## config.mk

```make
export PLATFORM = sky130hd
export DESIGN_NAME = phy_link_resolver
export DESIGN_NICKNAME = d
export VERILOG_FILES = /design/src/rtl/lnk_pkg.sv /design/src/rtl/lnk_rd_seq.sv /design/src/rtl/lnk_mode_dec.sv /design/src/rtl/lnk_pause_res.sv /design/src/rtl/phy_link_resolver.sv
export SDC_FILE = /design/constraint.sdc
export NUM_CORES = 1
export LEC_CHECK = 0
export ABC_AREA = 0
export CORE_ASPECT_RATIO = 0.75
export CORE_UTILIZATION = 35
export CTS_CLUSTER_SIZE = 14
export DETAILED_ROUTE_END_ITERATION = 8
export DONT_BUFFER_PORTS = 1
export PLACE_DENSITY = 0.56
export SLEW_MARGIN = 20
export SYNTH_ARGS = -nofsm -noshare
export SYNTH_HDL_FRONTEND = slang
export SYNTH_SLANG_ARGS = --single-unit
```

## constraint.sdc

```tcl
create_clock -name clk -period 4.4 [get_ports clk]
set_input_delay 0.44 -clock clk [delete_from_list [all_inputs] [get_ports clk]]
set_output_delay 0.44 -clock clk [all_outputs]
set_load 0.02 [all_outputs]
```

## src/rtl/lnk_pkg.sv

```systemverilog
package lnk_pkg;

   typedef enum logic [1:0] {
      ST_IDLE,
      ST_ISSUE,
      ST_WAIT,
      ST_FIN
   } seq_state_t;

   typedef enum logic [2:0] {
      RD_CTL,
      RD_STS,
      RD_STS2,
      RD_AUX,
      RD_LPA,
      RD_ADV
   } rd_step_t;

   // capture slots, one per distinct register read
   localparam int unsigned NSLOT  = 5;
   localparam int unsigned SL_CTL = 0;
   localparam int unsigned SL_STS = 1;
   localparam int unsigned SL_AUX = 2;
   localparam int unsigned SL_LPA = 3;
   localparam int unsigned SL_ADV = 4;

   localparam logic [1:0] SPD_10   = 2'b00;
   localparam logic [1:0] SPD_100  = 2'b01;
   localparam logic [1:0] SPD_1000 = 2'b10;

   typedef struct packed {
      logic       link_up;
      logic       spd_valid;
      logic [1:0] spd;
      logic       dx_valid;
      logic       full_dx;
      logic       pause_rx;
      logic       pause_tx;
   } link_res_t;

   function automatic int unsigned slot_of(rd_step_t s);
      case (s)
         RD_CTL:           return SL_CTL;
         RD_STS, RD_STS2:  return SL_STS;
         RD_AUX:           return SL_AUX;
         RD_LPA:           return SL_LPA;
         default:          return SL_ADV;
      endcase
   endfunction

endpackage

```

## src/rtl/lnk_rd_seq.sv

```systemverilog
module lnk_rd_seq
   import lnk_pkg::*;
#(
   parameter int unsigned DATA_W      = 16,
   parameter int unsigned ADDR_W      = 5,
   parameter int unsigned ADDR_CTL    = 0,
   parameter int unsigned ADDR_STS    = 1,
   parameter int unsigned ADDR_AUX    = 28,
   parameter int unsigned ADDR_LPA    = 5,
   parameter int unsigned ADDR_ADV    = 4,
   parameter int unsigned CTL_AN_EN   = 12,
   parameter int unsigned STS_LINK    = 2,
   parameter int unsigned STS_AN_DONE = 5,
   parameter int unsigned AUX_FDX     = 5
) (
   input  logic              clk,
   input  logic              rst_n,
   input  logic              start,
   output logic              rd_req,
   output logic [ADDR_W-1:0] rd_addr,
   input  logic              rd_ack,
   input  logic [DATA_W-1:0] rd_data,
   input  logic              rd_err,
   output logic              fin,
   output logic              fail,
   output logic [DATA_W-1:0] cap [NSLOT]
);

   seq_state_t st_q;
   rd_step_t   step_q;
   rd_step_t   step_nx;
   logic       last_rd;
   logic       fail_q;
   logic       accept;

   assign accept = (st_q == ST_WAIT) && rd_ack;

   // choose the following read from the word just returned
   always_comb begin
      step_nx = step_q;
      last_rd = 1'b0;
      unique case (step_q)
         RD_CTL: step_nx = RD_STS;
         RD_STS, RD_STS2: begin
            if ((step_q == RD_STS) && !rd_data[STS_LINK])
               step_nx = RD_STS2;
            else if (!cap[SL_CTL][CTL_AN_EN])
               last_rd = 1'b1;
            else if (rd_data[STS_AN_DONE])
               step_nx = RD_AUX;
            else
               last_rd = 1'b1;
         end
         RD_AUX: begin
            if (rd_data[AUX_FDX]) step_nx = RD_LPA;
            else                  last_rd = 1'b1;
         end
         RD_LPA:  step_nx = RD_ADV;
         default: last_rd = 1'b1;
      endcase
   end

   always_ff @(posedge clk or negedge rst_n) begin
      if (!rst_n) begin
         st_q   <= ST_IDLE;
         step_q <= RD_CTL;
         fail_q <= 1'b0;
      end else begin
         case (st_q)
            ST_IDLE: if (start) begin
               st_q   <= ST_ISSUE;
               step_q <= RD_CTL;
               fail_q <= 1'b0;
            end
            ST_ISSUE: st_q <= ST_WAIT;
            ST_WAIT: if (rd_ack) begin
               if (rd_err) begin
                  fail_q <= 1'b1;
                  st_q   <= ST_FIN;
               end else if (last_rd) begin
                  st_q   <= ST_FIN;
               end else begin
                  step_q <= step_nx;
                  st_q   <= ST_ISSUE;
               end
            end
            default: st_q <= ST_IDLE;
         endcase
      end
   end

   for (genvar g = 0; g < NSLOT; g++) begin : g_cap
      logic [DATA_W-1:0] word_q;
      always_ff @(posedge clk or negedge rst_n) begin
         if (!rst_n)
            word_q <= '0;
         else if (accept && !rd_err && (slot_of(step_q) == g))
            word_q <= rd_data;
      end
      assign cap[g] = word_q;
   end

   always_comb begin
      case (step_q)
         RD_CTL:          rd_addr = ADDR_W'(ADDR_CTL);
         RD_STS, RD_STS2: rd_addr = ADDR_W'(ADDR_STS);
         RD_AUX:          rd_addr = ADDR_W'(ADDR_AUX);
         RD_LPA:          rd_addr = ADDR_W'(ADDR_LPA);
         default:         rd_addr = ADDR_W'(ADDR_ADV);
      endcase
   end

   assign rd_req = (st_q == ST_ISSUE);
   assign fin    = (st_q == ST_FIN);
   assign fail   = fail_q;

endmodule

```

## src/rtl/lnk_mode_dec.sv

```systemverilog
module lnk_mode_dec
   import lnk_pkg::*;
#(
   parameter int unsigned DATA_W      = 16,
   parameter int unsigned CTL_AN_EN   = 12,
   parameter int unsigned CTL_FDX     = 8,
   parameter int unsigned CTL_SPD_HI  = 6,
   parameter int unsigned CTL_SPD_LO  = 13,
   parameter int unsigned STS_LINK    = 2,
   parameter int unsigned STS_AN_DONE = 5,
   parameter int unsigned AUX_FDX     = 5,
   parameter int unsigned AUX_SPD_LO  = 3
) (
   input  logic [DATA_W-1:0] ctl_w,
   input  logic [DATA_W-1:0] sts_w,
   input  logic [DATA_W-1:0] aux_w,
   output logic              link_up,
   output logic              spd_valid,
   output logic [1:0]        spd,
   output logic              dx_valid,
   output logic              full_dx,
   output logic              pause_ok
);

   logic [1:0] aux_code;
   assign aux_code = aux_w[AUX_SPD_LO +: 2];

   always_comb begin
      link_up   = sts_w[STS_LINK];
      spd_valid = 1'b0;
      spd       = SPD_10;
      dx_valid  = 1'b0;
      full_dx   = 1'b0;
      pause_ok  = 1'b0;
      if (!ctl_w[CTL_AN_EN]) begin
         spd_valid = 1'b1;
         dx_valid  = 1'b1;
         full_dx   = ctl_w[CTL_FDX];
         if (ctl_w[CTL_SPD_HI])      spd = SPD_1000;
         else if (ctl_w[CTL_SPD_LO]) spd = SPD_100;
      end else if (sts_w[STS_AN_DONE]) begin
         spd_valid = 1'b1;
         dx_valid  = 1'b1;
         full_dx   = aux_w[AUX_FDX];
         pause_ok  = aux_w[AUX_FDX];
         case (aux_code)
            2'd0:    spd = SPD_10;
            2'd1:    spd = SPD_100;
            default: spd = SPD_1000;
         endcase
      end
   end

   logic unused_dec;
   assign unused_dec = ^{ctl_w, sts_w, aux_w};

endmodule

```

## src/rtl/lnk_pause_res.sv

```systemverilog
module lnk_pause_res #(
   parameter int unsigned DATA_W   = 16,
   parameter int unsigned ABL_SYM  = 10,
   parameter int unsigned ABL_ASYM = 11
) (
   input  logic [DATA_W-1:0] lpa_w,
   input  logic [DATA_W-1:0] adv_w,
   input  logic              en,
   output logic              rx,
   output logic              tx
);

   logic lp_s, lp_a, lo_s, lo_a;
   assign lp_s = lpa_w[ABL_SYM];
   assign lp_a = lpa_w[ABL_ASYM];
   assign lo_s = adv_w[ABL_SYM];
   assign lo_a = adv_w[ABL_ASYM];

   always_comb begin
      rx = 1'b0;
      tx = 1'b0;
      if (en) begin
         if (lp_s && lo_s) begin
            rx = 1'b1;
            tx = 1'b1;
         end else if (lp_s && lp_a && lo_a) begin
            tx = 1'b1;
         end else if (lp_a && lo_s) begin
            rx = 1'b1;
         end
      end
   end

   logic unused_pause;
   assign unused_pause = ^{lpa_w, adv_w};

endmodule

```

## src/rtl/phy_link_resolver.sv

```systemverilog
module phy_link_resolver
   import lnk_pkg::*;
#(
   parameter int unsigned DATA_W      = 16,
   parameter int unsigned ADDR_W      = 5,
   parameter int unsigned ADDR_CTL    = 0,
   parameter int unsigned ADDR_STS    = 1,
   parameter int unsigned ADDR_AUX    = 28,
   parameter int unsigned ADDR_LPA    = 5,
   parameter int unsigned ADDR_ADV    = 4,
   parameter int unsigned CTL_AN_EN   = 12,
   parameter int unsigned CTL_FDX     = 8,
   parameter int unsigned CTL_SPD_HI  = 6,
   parameter int unsigned CTL_SPD_LO  = 13,
   parameter int unsigned STS_LINK    = 2,
   parameter int unsigned STS_AN_DONE = 5,
   parameter int unsigned AUX_FDX     = 5,
   parameter int unsigned AUX_SPD_LO  = 3,
   parameter int unsigned ABL_SYM     = 10,
   parameter int unsigned ABL_ASYM    = 11
) (
   input  logic              clk,
   input  logic              rst_n,
   input  logic              start,
   output logic              rd_req,
   output logic [ADDR_W-1:0] rd_addr,
   input  logic              rd_ack,
   input  logic [DATA_W-1:0] rd_data,
   input  logic              rd_err,
   output logic              done,
   output logic              err,
   output logic              link_up,
   output logic              spd_valid,
   output logic [1:0]        spd,
   output logic              dx_valid,
   output logic              full_dx,
   output logic              pause_rx,
   output logic              pause_tx
);

   localparam int unsigned MAX_BIT  = DATA_W - 1;
   localparam int unsigned ADDR_LIM = 1 << ADDR_W;

   // elaboration-time parameter checks
   if (CTL_AN_EN > MAX_BIT || CTL_FDX > MAX_BIT || CTL_SPD_HI > MAX_BIT ||
       CTL_SPD_LO > MAX_BIT || STS_LINK > MAX_BIT || STS_AN_DONE > MAX_BIT ||
       AUX_FDX > MAX_BIT || AUX_SPD_LO + 1 > MAX_BIT ||
       ABL_SYM > MAX_BIT || ABL_ASYM > MAX_BIT) begin : g_bad_bit
      $error("phy_link_resolver: a field position lies outside DATA_W");
   end
   if (ADDR_CTL >= ADDR_LIM || ADDR_STS >= ADDR_LIM || ADDR_AUX >= ADDR_LIM ||
       ADDR_LPA >= ADDR_LIM || ADDR_ADV >= ADDR_LIM) begin : g_bad_addr
      $error("phy_link_resolver: a register address does not fit ADDR_W");
   end

   logic              fin;
   logic              fail;
   logic [DATA_W-1:0] cap [NSLOT];
   logic              pause_ok;
   link_res_t         dec_res;
   link_res_t         res_q;
   logic              done_q;
   logic              err_q;

   lnk_rd_seq #(
      .DATA_W(DATA_W), .ADDR_W(ADDR_W),
      .ADDR_CTL(ADDR_CTL), .ADDR_STS(ADDR_STS), .ADDR_AUX(ADDR_AUX),
      .ADDR_LPA(ADDR_LPA), .ADDR_ADV(ADDR_ADV),
      .CTL_AN_EN(CTL_AN_EN), .STS_LINK(STS_LINK),
      .STS_AN_DONE(STS_AN_DONE), .AUX_FDX(AUX_FDX)
   ) u_seq (
      .clk(clk), .rst_n(rst_n), .start(start),
      .rd_req(rd_req), .rd_addr(rd_addr),
      .rd_ack(rd_ack), .rd_data(rd_data), .rd_err(rd_err),
      .fin(fin), .fail(fail), .cap(cap)
   );

   lnk_mode_dec #(
      .DATA_W(DATA_W), .CTL_AN_EN(CTL_AN_EN), .CTL_FDX(CTL_FDX),
      .CTL_SPD_HI(CTL_SPD_HI), .CTL_SPD_LO(CTL_SPD_LO),
      .STS_LINK(STS_LINK), .STS_AN_DONE(STS_AN_DONE),
      .AUX_FDX(AUX_FDX), .AUX_SPD_LO(AUX_SPD_LO)
   ) u_dec (
      .ctl_w(cap[SL_CTL]), .sts_w(cap[SL_STS]), .aux_w(cap[SL_AUX]),
      .link_up(dec_res.link_up), .spd_valid(dec_res.spd_valid),
      .spd(dec_res.spd), .dx_valid(dec_res.dx_valid),
      .full_dx(dec_res.full_dx), .pause_ok(pause_ok)
   );

   lnk_pause_res #(
      .DATA_W(DATA_W), .ABL_SYM(ABL_SYM), .ABL_ASYM(ABL_ASYM)
   ) u_pause (
      .lpa_w(cap[SL_LPA]), .adv_w(cap[SL_ADV]), .en(pause_ok),
      .rx(dec_res.pause_rx), .tx(dec_res.pause_tx)
   );

   always_ff @(posedge clk or negedge rst_n) begin
      if (!rst_n) begin
         res_q  <= '0;
         done_q <= 1'b0;
         err_q  <= 1'b0;
      end else begin
         done_q <= fin;
         if (fin) begin
            res_q <= fail ? '0 : dec_res;
            err_q <= fail;
         end
      end
   end

   assign done      = done_q;
   assign err       = err_q;
   assign link_up   = res_q.link_up;
   assign spd_valid = res_q.spd_valid;
   assign spd       = res_q.spd;
   assign dx_valid  = res_q.dx_valid;
   assign full_dx   = res_q.full_dx;
   assign pause_rx  = res_q.pause_rx;
   assign pause_tx  = res_q.pause_tx;

endmodule

```

# Word level (Yosys, flattened, before mapping)
# Index checks and enable logic that the tools add are counted.
totals:
  in_bits: 21
  ff_bits: 66
op_classes:
  n_eq_ne: 21
  n_mux: 43
  n_reduce_logical: 24
ops:
  columns: ["operator", "count"]
  rows:
  - ["zero test 32 bit", 1]
  - ["2-to-1 mux 3 bit", 8]
  - ["one-hot mux 3 bit (4 select lines)", 2]
  - ["one-hot mux 5 bit (4 select lines)", 1]
  - ["2-to-1 mux 1 bit", 19]
  - ["2-to-1 mux 2 bit", 7]
  - ["== test 3 x 2 -> 1 bit (second input constant)", 4]
  - ["logical AND 1 bit", 12]
  - ["!= test 2 bit (second input constant)", 5]
  - ["AND reduction 9 bit", 1]
  - ["2-to-1 mux 8 bit", 1]
  - ["== test 3 x 1 -> 1 bit (second input constant)", 2]
  - ["== test 3 bit (second input constant)", 2]
  - ["one-hot mux 2 bit (3 select lines)", 1]
  - ["one-hot mux 3 bit (2 select lines)", 1]
  - ["!= test 5 bit (second input constant)", 1]
  - ["== test 2 x 1 -> 1 bit (second input constant)", 2]
  - ["== test 2 bit (second input constant)", 2]
  - ["zero test 2 bit", 2]
  - ["!= test 4 x 3 -> 1 bit (second input constant)", 1]
  - ["!= test 4 bit (second input constant)", 1]
  - ["one-hot mux 2 bit (2 select lines)", 1]
  - ["AND reduction 4 bit", 1]
  - ["OR reduction 2 bit", 2]
  - ["other kinds (7)", 8]

# Longest topological paths before layout
# Gate-level depths: netlist of run 1.
depth:
  ltp_word: 8
  depth_mapped: 5
  mapped_depth_nobuf: 4

# Modules after synthesis
# Synthesis of run 1 repeated with hierarchy kept, for this count alone.
hier_totals:
  cells_unflattened: 288
  hier_area_um2: 4125.2
by_module_without_submodules:
  columns: ["mod", "cells_per_inst", "area_per_inst_um2", "seq_area_each_um2", "instances"]
  rows:
  - ["lnk_rd_seq", 236, 3580.9, 2152.1, 1]
  - ["phy_link_resolver", 37, 449.2, 250.2, 1]
  - ["lnk_mode_dec", 11, 72.6, 0.0, 1]
  - ["lnk_pause_res", 4, 22.5, 0.0, 1]

# Worst setup path after synthesis of run 1
# Ideal clock, no wire load.
synth_path:
  path_kind: "reg-to-output"
  start: "reg u_seq.step_q[2]"
  end: "out rd_addr[0]"
  required_ns: 3.960
  slack_ns: 2.726
  t_arrival_ns: 1.234
  path_stages_with_launch: 4
  path_buffers: 1
  path_cell_list: "dfrtp_1 > buf_2 > or3b_2 > o21ai_0"
synth_via:
  elab_chain_cells: 3
  elab_cells_between_ends: 7
synth_lines:
  columns: ["element", "line", "source"]
  rows:
  - ["start: declaration", "lnk_rd_seq.sv:30", "rd_step_t step_q;"]
  - ["start signal: assignment", "lnk_rd_seq.sv:83", "step_q <= step_nx;"]
  - ["== test 3 x 2 -> 1 bit or == test 3 x 1 -> 1 bit (tied branches)", "lnk_rd_seq.sv:104", "case (step_q)"]
  - ["OR reduction 2 bit", "lnk_rd_seq.sv:104", null]
  - ["one-hot mux 5 bit (4 select lines) *", "lnk_rd_seq.sv:104", null]
  - ["end: declaration", "phy_link_resolver.sv:26", "output logic [ADDR_W-1:0] rd_addr,"]
# Mark *: on every way between the ends. The rest lies on a longest branch, timed or not.

# Worst setup path after layout of run 1
# Same ends and word-level chain as after synthesis.

==> out/metrics.cfg, run 1 <==
[synthesis]
synth_seq_area_share_pct=49.4
synthesis.area_per_instance_um2=10.9
yosys_warnings=0
synth_cell_type_count=42
synthesis.instances=130
synthesis.nets=151
total_standard_cell_area_after_synthesis_um2=1420
yosys_register_bits=28

[route]
drt-pass1-iter-count=4
drc=0
via_per_instance_ratio=5.14
drt_wl_total_um=2700
vias=925
drt_iter0_drc=26
average_wire_length_per_cell_after_detail_routing_um=15.0
ant_nets=0

[clocking]
cts_inserted_buffers=3
cts_root_buffer=sky130_fd_sc_hd__clkbuf_8
tritoncts=done
cts_max_path_buffers=2
number_of_sinks_driven_by_the_clock_tree=28
path_clk_slew_ns=0.09
htree_num_levels=1
clk_latency_ns=0.27

[die]
placeableCoreArea_um2=3760
placement_rows=19
dieArea_um2=4310
effective_utilization_at_floorplan_pct=37.7
die_width_um=75.5
io-pin-count=37
chipHeight_um=57.1

[global_route]
grt_overflow=0
first_global_vias=960
pin_count_of_the_biggest_net_entering_global_routing=29
grt_antenna_before_repair=0
global_route_wire_length_before_repair_um=4470
grtUsageTotal_pct=13.8

[critical_path]
critPathMaxFanout=13
cp.buffers_inverters=0
path_class=flop to output port
critical_path.slowest_cell=sky130_fd_sc_hd__dfrtp_1
crit_path_arrival_time_ns=1.63
timing.critical_path.from_type=flop
required_ns=3.96
end_kind=output port
slowest_delay_ns=0.60
crit_family=flip-flops
cp_cell_sequence=or3b_2, o21ai_0

[power_and_ir_drop]
power_per_cell_area_nw_per_um2=600
cellLeakagePower_nw=0.700
worst_ir_drop_vdd_v=0.000216

[cells_and_area]
flow.area_growth_from_synthesis_pct=6.97
finalNetCount=150
layout_common_cells=28 x sky130_fd_sc_hd__dfrtp_1, 15 x sky130_fd_sc_hd__nand2_1, 12 x sky130_fd_sc_hd__mux2_2, 6 x sky130_fd_sc_hd__inv_1, 6 x sky130_fd_sc_hd__o21ai_0
final_layout_size_suffix_gt1_share_pct=21.9
finalNonFillerCells=180
post-route-util_pct=40.4
layout.cells.most_common=sky130_fd_sc_hd__dfrtp_1
diodes=0

[placement]
port-buffer-count=0
place_congestion=0.766
dp.cells=174
dpl.hpwl_um=1970

[sta]
timing_max_transition_violations_final=0
max-slew-margin-rel_pct=57.0
setup_tns_final_ns=0
max_clock_freq_mhz=483
setup_viol=0
finalCritPeriodShare_pct=47.0
grt_setup_unrepaired=no
final-hold-violation-count=0
timing.clock.skew_ns=0.00410
finalCriticalPeriod_ns=2.07
tightest_slew_ns=0.639

[run_status]
outcome=complete, no violations

[worst_hold_path]
hold_path.class=input port to flop

[flow_run]
cap_viol_max_count=0

[sequential cells by signal, indices dropped and copies added (netlist names)]
name,count
u_seq.g_cap.word_q,13
u_seq.st_q,2
done,1
pause_rx,1
u_seq.step_q,3
spd_valid,1
link_up,1
full_dx,1
u_seq.fail,1
spd,2
err,1
pause_tx,1
[cell usage after synthesis]
cell type	count	area share [%]
sky130_fd_sc_hd__or2_4	1	0.62
sky130_fd_sc_hd__a32o_1	1	0.71
sky130_fd_sc_hd__a21oi_1	4	1.4
sky130_fd_sc_hd__nand2_1	15	4.0
sky130_fd_sc_hd__nor2_1	3	0.79
sky130_fd_sc_hd__a21o_1	3	1.6
sky130_fd_sc_hd__nor2b_1	4	1.8
sky130_fd_sc_hd__mux2_2	12	9.5
sky130_fd_sc_hd__a22o_1	1	0.62
sky130_fd_sc_hd__mux2_4	2	2.1
sky130_fd_sc_hd__and2b_1	1	0.53
sky130_fd_sc_hd__nor4_4	1	1.5
sky130_fd_sc_hd__a31o_2	1	0.62
sky130_fd_sc_hd__xnor2_1	1	0.62
sky130_fd_sc_hd__a31oi_2	1	0.88
sky130_fd_sc_hd__dfrtp_1	28	49
sky130_fd_sc_hd__buf_2	2	0.71
sky130_fd_sc_hd__conb_1	1	0.26
sky130_fd_sc_hd__nor3b_1	1	0.53
sky130_fd_sc_hd__nand2b_1	4	1.8
sky130_fd_sc_hd__buf_4	3	1.6
sky130_fd_sc_hd__a221o_1	1	0.71
sky130_fd_sc_hd__o211ai_1	1	0.53
sky130_fd_sc_hd__inv_1	6	1.6
sky130_fd_sc_hd__a31oi_1	3	1.3
sky130_fd_sc_hd__and2_4	1	0.62
sky130_fd_sc_hd__nand3b_1	2	1.1
sky130_fd_sc_hd__or4_4	1	0.79
sky130_fd_sc_hd__mux2i_1	2	1.4
sky130_fd_sc_hd__or3b_2	1	0.62
sky130_fd_sc_hd__nand3_1	3	1.1
sky130_fd_sc_hd__nand3b_2	1	0.79
sky130_fd_sc_hd__a211o_1	1	0.62
sky130_fd_sc_hd__clkbuf_1	2	0.53
sky130_fd_sc_hd__nor3_1	2	0.71
sky130_fd_sc_hd__or3_1	1	0.44
sky130_fd_sc_hd__nand4b_1	1	0.62
sky130_fd_sc_hd__o31ai_1	2	1.1
sky130_fd_sc_hd__buf_6	1	0.79
sky130_fd_sc_hd__nor4b_1	1	0.62
sky130_fd_sc_hd__o21ai_0	6	2.1
sky130_fd_sc_hd__or2_2	1	0.44
[stage by stage]
stage	setup slack (ns)	cell area, um2	total power [mW]	hold slack [ns]
after floorplan	2.73	1420	0.713	0.144
after global placement	2.66	1430	0.742	0.145
after detailed placement	2.63	1430	0.751	0.145
after CTS	2.33	1520	0.919	0.304
after global routing	2.21	1520	0.978	0.294
final	2.33	1520	0.910	0.308
[cell families after synthesis]
family	count (synthesis)	synth area share, %
other	1	0.265
muxes	16	13.1
and+or+nand+nor	45	19.2
buffers and inverters	14	5.21
AOI/OAI and AO/OA	25	12.2
xor gates and xnor gates	1	0.618
DFF	28	49.4
[area by class of cell]
class                           instances  area [um2]
Inverter                                6        22.5
Tap cell                               52        65.1
Timing Repair Buffer                    2        30.0
Multi-Input combinational cell         88         643
Clock buffer                            4        55.1
Sequential cell                        28         701
Fill cell                             398        2240
[where the power goes]
group          leakage (nW)  switching, mW  internal, mW
combinational         0.303          0.131         0.134
sequential            0.368          0.144         0.344
clock                0.0288         0.0775        0.0801
total                 0.700          0.352         0.558
[final timing paths]
| check | cells after the start | endpoint | slack (ns) | start |
|---|---|---|---|---|
| max | 2 | rd_addr[0] | 2.33 | u_seq.step_q[2]$_DFFE_PN0P_ |
| min | 1 | u_seq.g_cap[3].word_q[11]$_DFFE_PN0P_ | 0.31 | rd_data[11] |
| max reg2reg | 3 | u_seq.g_cap[3].word_q[10]$_DFFE_PN0P_ | 2.61 | u_seq.step_q[1]$_DFFE_PN0P_ |
| min reg2reg | 1 | u_seq.g_cap[0].word_q[8]$_DFFE_PN0P_ | 0.51 | u_seq.g_cap[0].word_q[8]$_DFFE_PN0P_ |
| max in group asynchronous | 2 | u_seq.g_cap[2].word_q[3]$_DFFE_PN0P_ | 3.61 | rst_n |
| min in group asynchronous | 2 | u_seq.g_cap[3].word_q[11]$_DFFE_PN0P_ | 0.63 | rst_n |
[routing by layer]
metal | up-vias | GRT usage [%] | part of all wire [%]
met1 | 449 | 17.9 | 48
li1 | 449 | - | -
met2 | 25 | 21.7 | 43
met3 | 2 | 6.01 | 8.3
met4 | 0 | 2.38 | 0.67
met5 | - | 0 | 0
[timing repair]
action,in CTS,in global routing
resized for setup,0,0
hold endpoints to repair,28,0
hold buffers,2,0
setup buffers,0,0
Note: power is estimated with default switching activity, not from simulation.
==> run 2, diff against run 1 <==
PLACE_DENSITY = 0.58   (was 0.56)
clock period = 1.8 ns   (was 4.4 ns; I/O delays follow)
==> run 2 against run 1 <==
- global-route usage grew 2.1 points
- power rose to 2.6 times the previous value
- die area unchanged
- critical path depth increased by 2
- final area rose by 3.7%
- utilization rose by 1.5 points
- clock skew rose by 0.0037 ns
- largest power group unchanged
==> out/metrics.cfg, run 2 (synthesized netlist as in run 1, its figures left out) <==
[run_status]
outcome=complete, no violations

[global_route]
first_global_vias=1043
grt_antenna_before_repair=0
groute.layer.met1.usage_pct=22.5
global_route_wire_length_before_repair_um=5080
grtUsageMet3_pct=5.83
grt_overflow=0
grtUsageTotal_pct=15.9
pin_count_of_the_biggest_net_entering_global_routing=29
grt.met2_usage_pct=22.8
peak_usage_layer_in_the_global_routing_report=met2

[critical_path]
crit_path_arrival_time_ns=1.88
end_kind=flop
path_class=flop to flop
timing.critical_path.from_type=flop
critPathMaxFanout=9
required_ns=1.97

[route]
drt-pass1-iter-count=4
ant_nets=0
drt_wl_total_um=2890
average_wire_length_per_cell_after_detail_routing_um=15.4
vias=986
drc=0
drt_iter0_drc=13
via_per_instance_ratio=5.27

[clocking]
cts_max_path_buffers=2
tritoncts=done
clk_latency_ns=0.28
cts_root_buffer=sky130_fd_sc_hd__clkbuf_8
number_of_sinks_driven_by_the_clock_tree=28
path_clk_slew_ns=0.10
cts_inserted_buffers=3
htree_num_levels=1

[die]
io-pin-count=37
dieArea_um2=4310
placeableCoreArea_um2=3760
placement_rows=19
effective_utilization_at_floorplan_pct=37.7
chipHeight_um=57.1
die_width_um=75.5

[cells_and_area]
top_regs=u_seq.g_cap.word_q x13, u_seq.step_q x3
layout_common_cells=28 x sky130_fd_sc_hd__dfrtp_1, 15 x sky130_fd_sc_hd__nand2_1, 12 x sky130_fd_sc_hd__mux2_2, 7 x sky130_fd_sc_hd__buf_4, 6 x sky130_fd_sc_hd__inv_1
number_of_flip_flops_in_the_largest_register=13
finalNonFillerCells=187
finalNetCount=157
layout.cells.most_common=sky130_fd_sc_hd__dfrtp_1
registers.top_by_ff_count=u_seq.g_cap.word_q
flow.area_growth_from_synthesis_pct=10.9
diodes=0
final_layout_size_suffix_gt1_share_pct=26.7

[sta]
timing.clock.skew_ns=0.00783
final-hold-violation-count=0
grt_setup_unrepaired=no
setup_viol=0
timing_max_transition_violations_final=0
timing.final.ws_setup_ns=0.0857
max_clock_freq_mhz=583
finalCritPeriodShare_pct=95.2
finalCriticalPeriod_ns=1.71
setup_tns_final_ns=0

[placement]
place_congestion=0.866
dp.cells=181
port-buffer-count=0
pre_cts_ws_ns=0.131
dpl.hpwl_um=2220

[power_and_ir_drop]
power.share.switching_pct=38.5
switching_power_mw=0.893
seq_power_share_pct=49.1
power_per_cell_area_nw_per_um2=1480
worst_ir_drop_vdd_v=0.000561
power.internal_mw=1.43
power.clock.fraction_pct=16.8
cellLeakagePower_nw=0.737
power.share.combinational_pct=34.1

[flow_run]
cap_viol_max_count=0

[worst_hold_path]
hold_path.class=input port to flop

run 2: critical path, cell delays in order, from the launching register on:
cell,delay [ns]
sky130_fd_sc_hd__dfrtp_1,0.49
sky130_fd_sc_hd__or3_1,0.43
sky130_fd_sc_hd__a31oi_2,0.30
sky130_fd_sc_hd__a21oi_1,0.11
sky130_fd_sc_hd__a221o_1,0.27
run 2: metal layers:
layer | share of wire, % | vias up
met5 | 0 | -
met4 | 0.80 | 0
met3 | 8.9 | 2
met2 | 44 | 34
met1 | 46 | 484
li1 | - | 466
run 2: worst paths after layout:
check                                                          start                              endpoint  slack (ns)  cells past startpoint
max in group asynchronous                                      rst_n                       err$_DFFE_PN0P_        1.31                      2
worst max-delay path                     u_seq.step_q[2]$_DFFE_PN0P_           u_seq.step_q[0]$_DFFE_PN0P_        0.09                      4
min in group asynchronous                                      rst_n  u_seq.g_cap[1].word_q[5]$_DFFE_PN0P_        0.33                      2
worst max register to register           u_seq.step_q[2]$_DFFE_PN0P_           u_seq.step_q[0]$_DFFE_PN0P_        0.09                      4
worst min-delay path                                      rd_data[8]  u_seq.g_cap[0].word_q[8]$_DFFE_PN0P_        0.04                      1
worst min register to register  u_seq.g_cap[2].word_q[3]$_DFFE_PN0P_  u_seq.g_cap[2].word_q[3]$_DFFE_PN0P_        0.51                      1
run 2: power by group through the flow:
stage,clock [mW],combinational (mW),sequential (mW)
final,0.391,0.791,1.14
after global routing,0.434,0.895,1.18
after CTS,0.409,0.797,1.14
after detailed placement,0,0.762,1.16
after global placement,0,0.742,1.14
after floorplan,0,0.676,1.07
run 2: final cells by class:
type,count,area (um2)
fillers,384,2180
clock buffers,4,55.1
inverters,6,22.5
repair buffers,9,82.6
well taps,52,65.1
multi-input cells,88,647
flip-flops and latches,28,701
run 2: what timing repair did:
action / in CTS / in global routing
hold buffers: 2 / 0
gates resized for setup: 2 / 0
setup endpoints to repair: 1 / 0
hold endpoints to repair: 28 / 0
setup buffers: 0 / 0
run 2: through the flow:
| stage | util, % | hold slack (ns) | power (mW) | area (um2) |
|---|---|---|---|---|
| global route | 41.9 | 0.0310 | 2.51 | 1570 |
| floorplan | - | -0.116 | 1.74 | 1420 |
| CTS | 41.9 | 0.0382 | 2.35 | 1570 |
| finish | 41.9 | 0.0414 | 2.32 | 1570 |
| detailed placement | 39.5 | -0.115 | 1.92 | 1480 |
| global placement | 39.5 | -0.115 | 1.89 | 1480 |
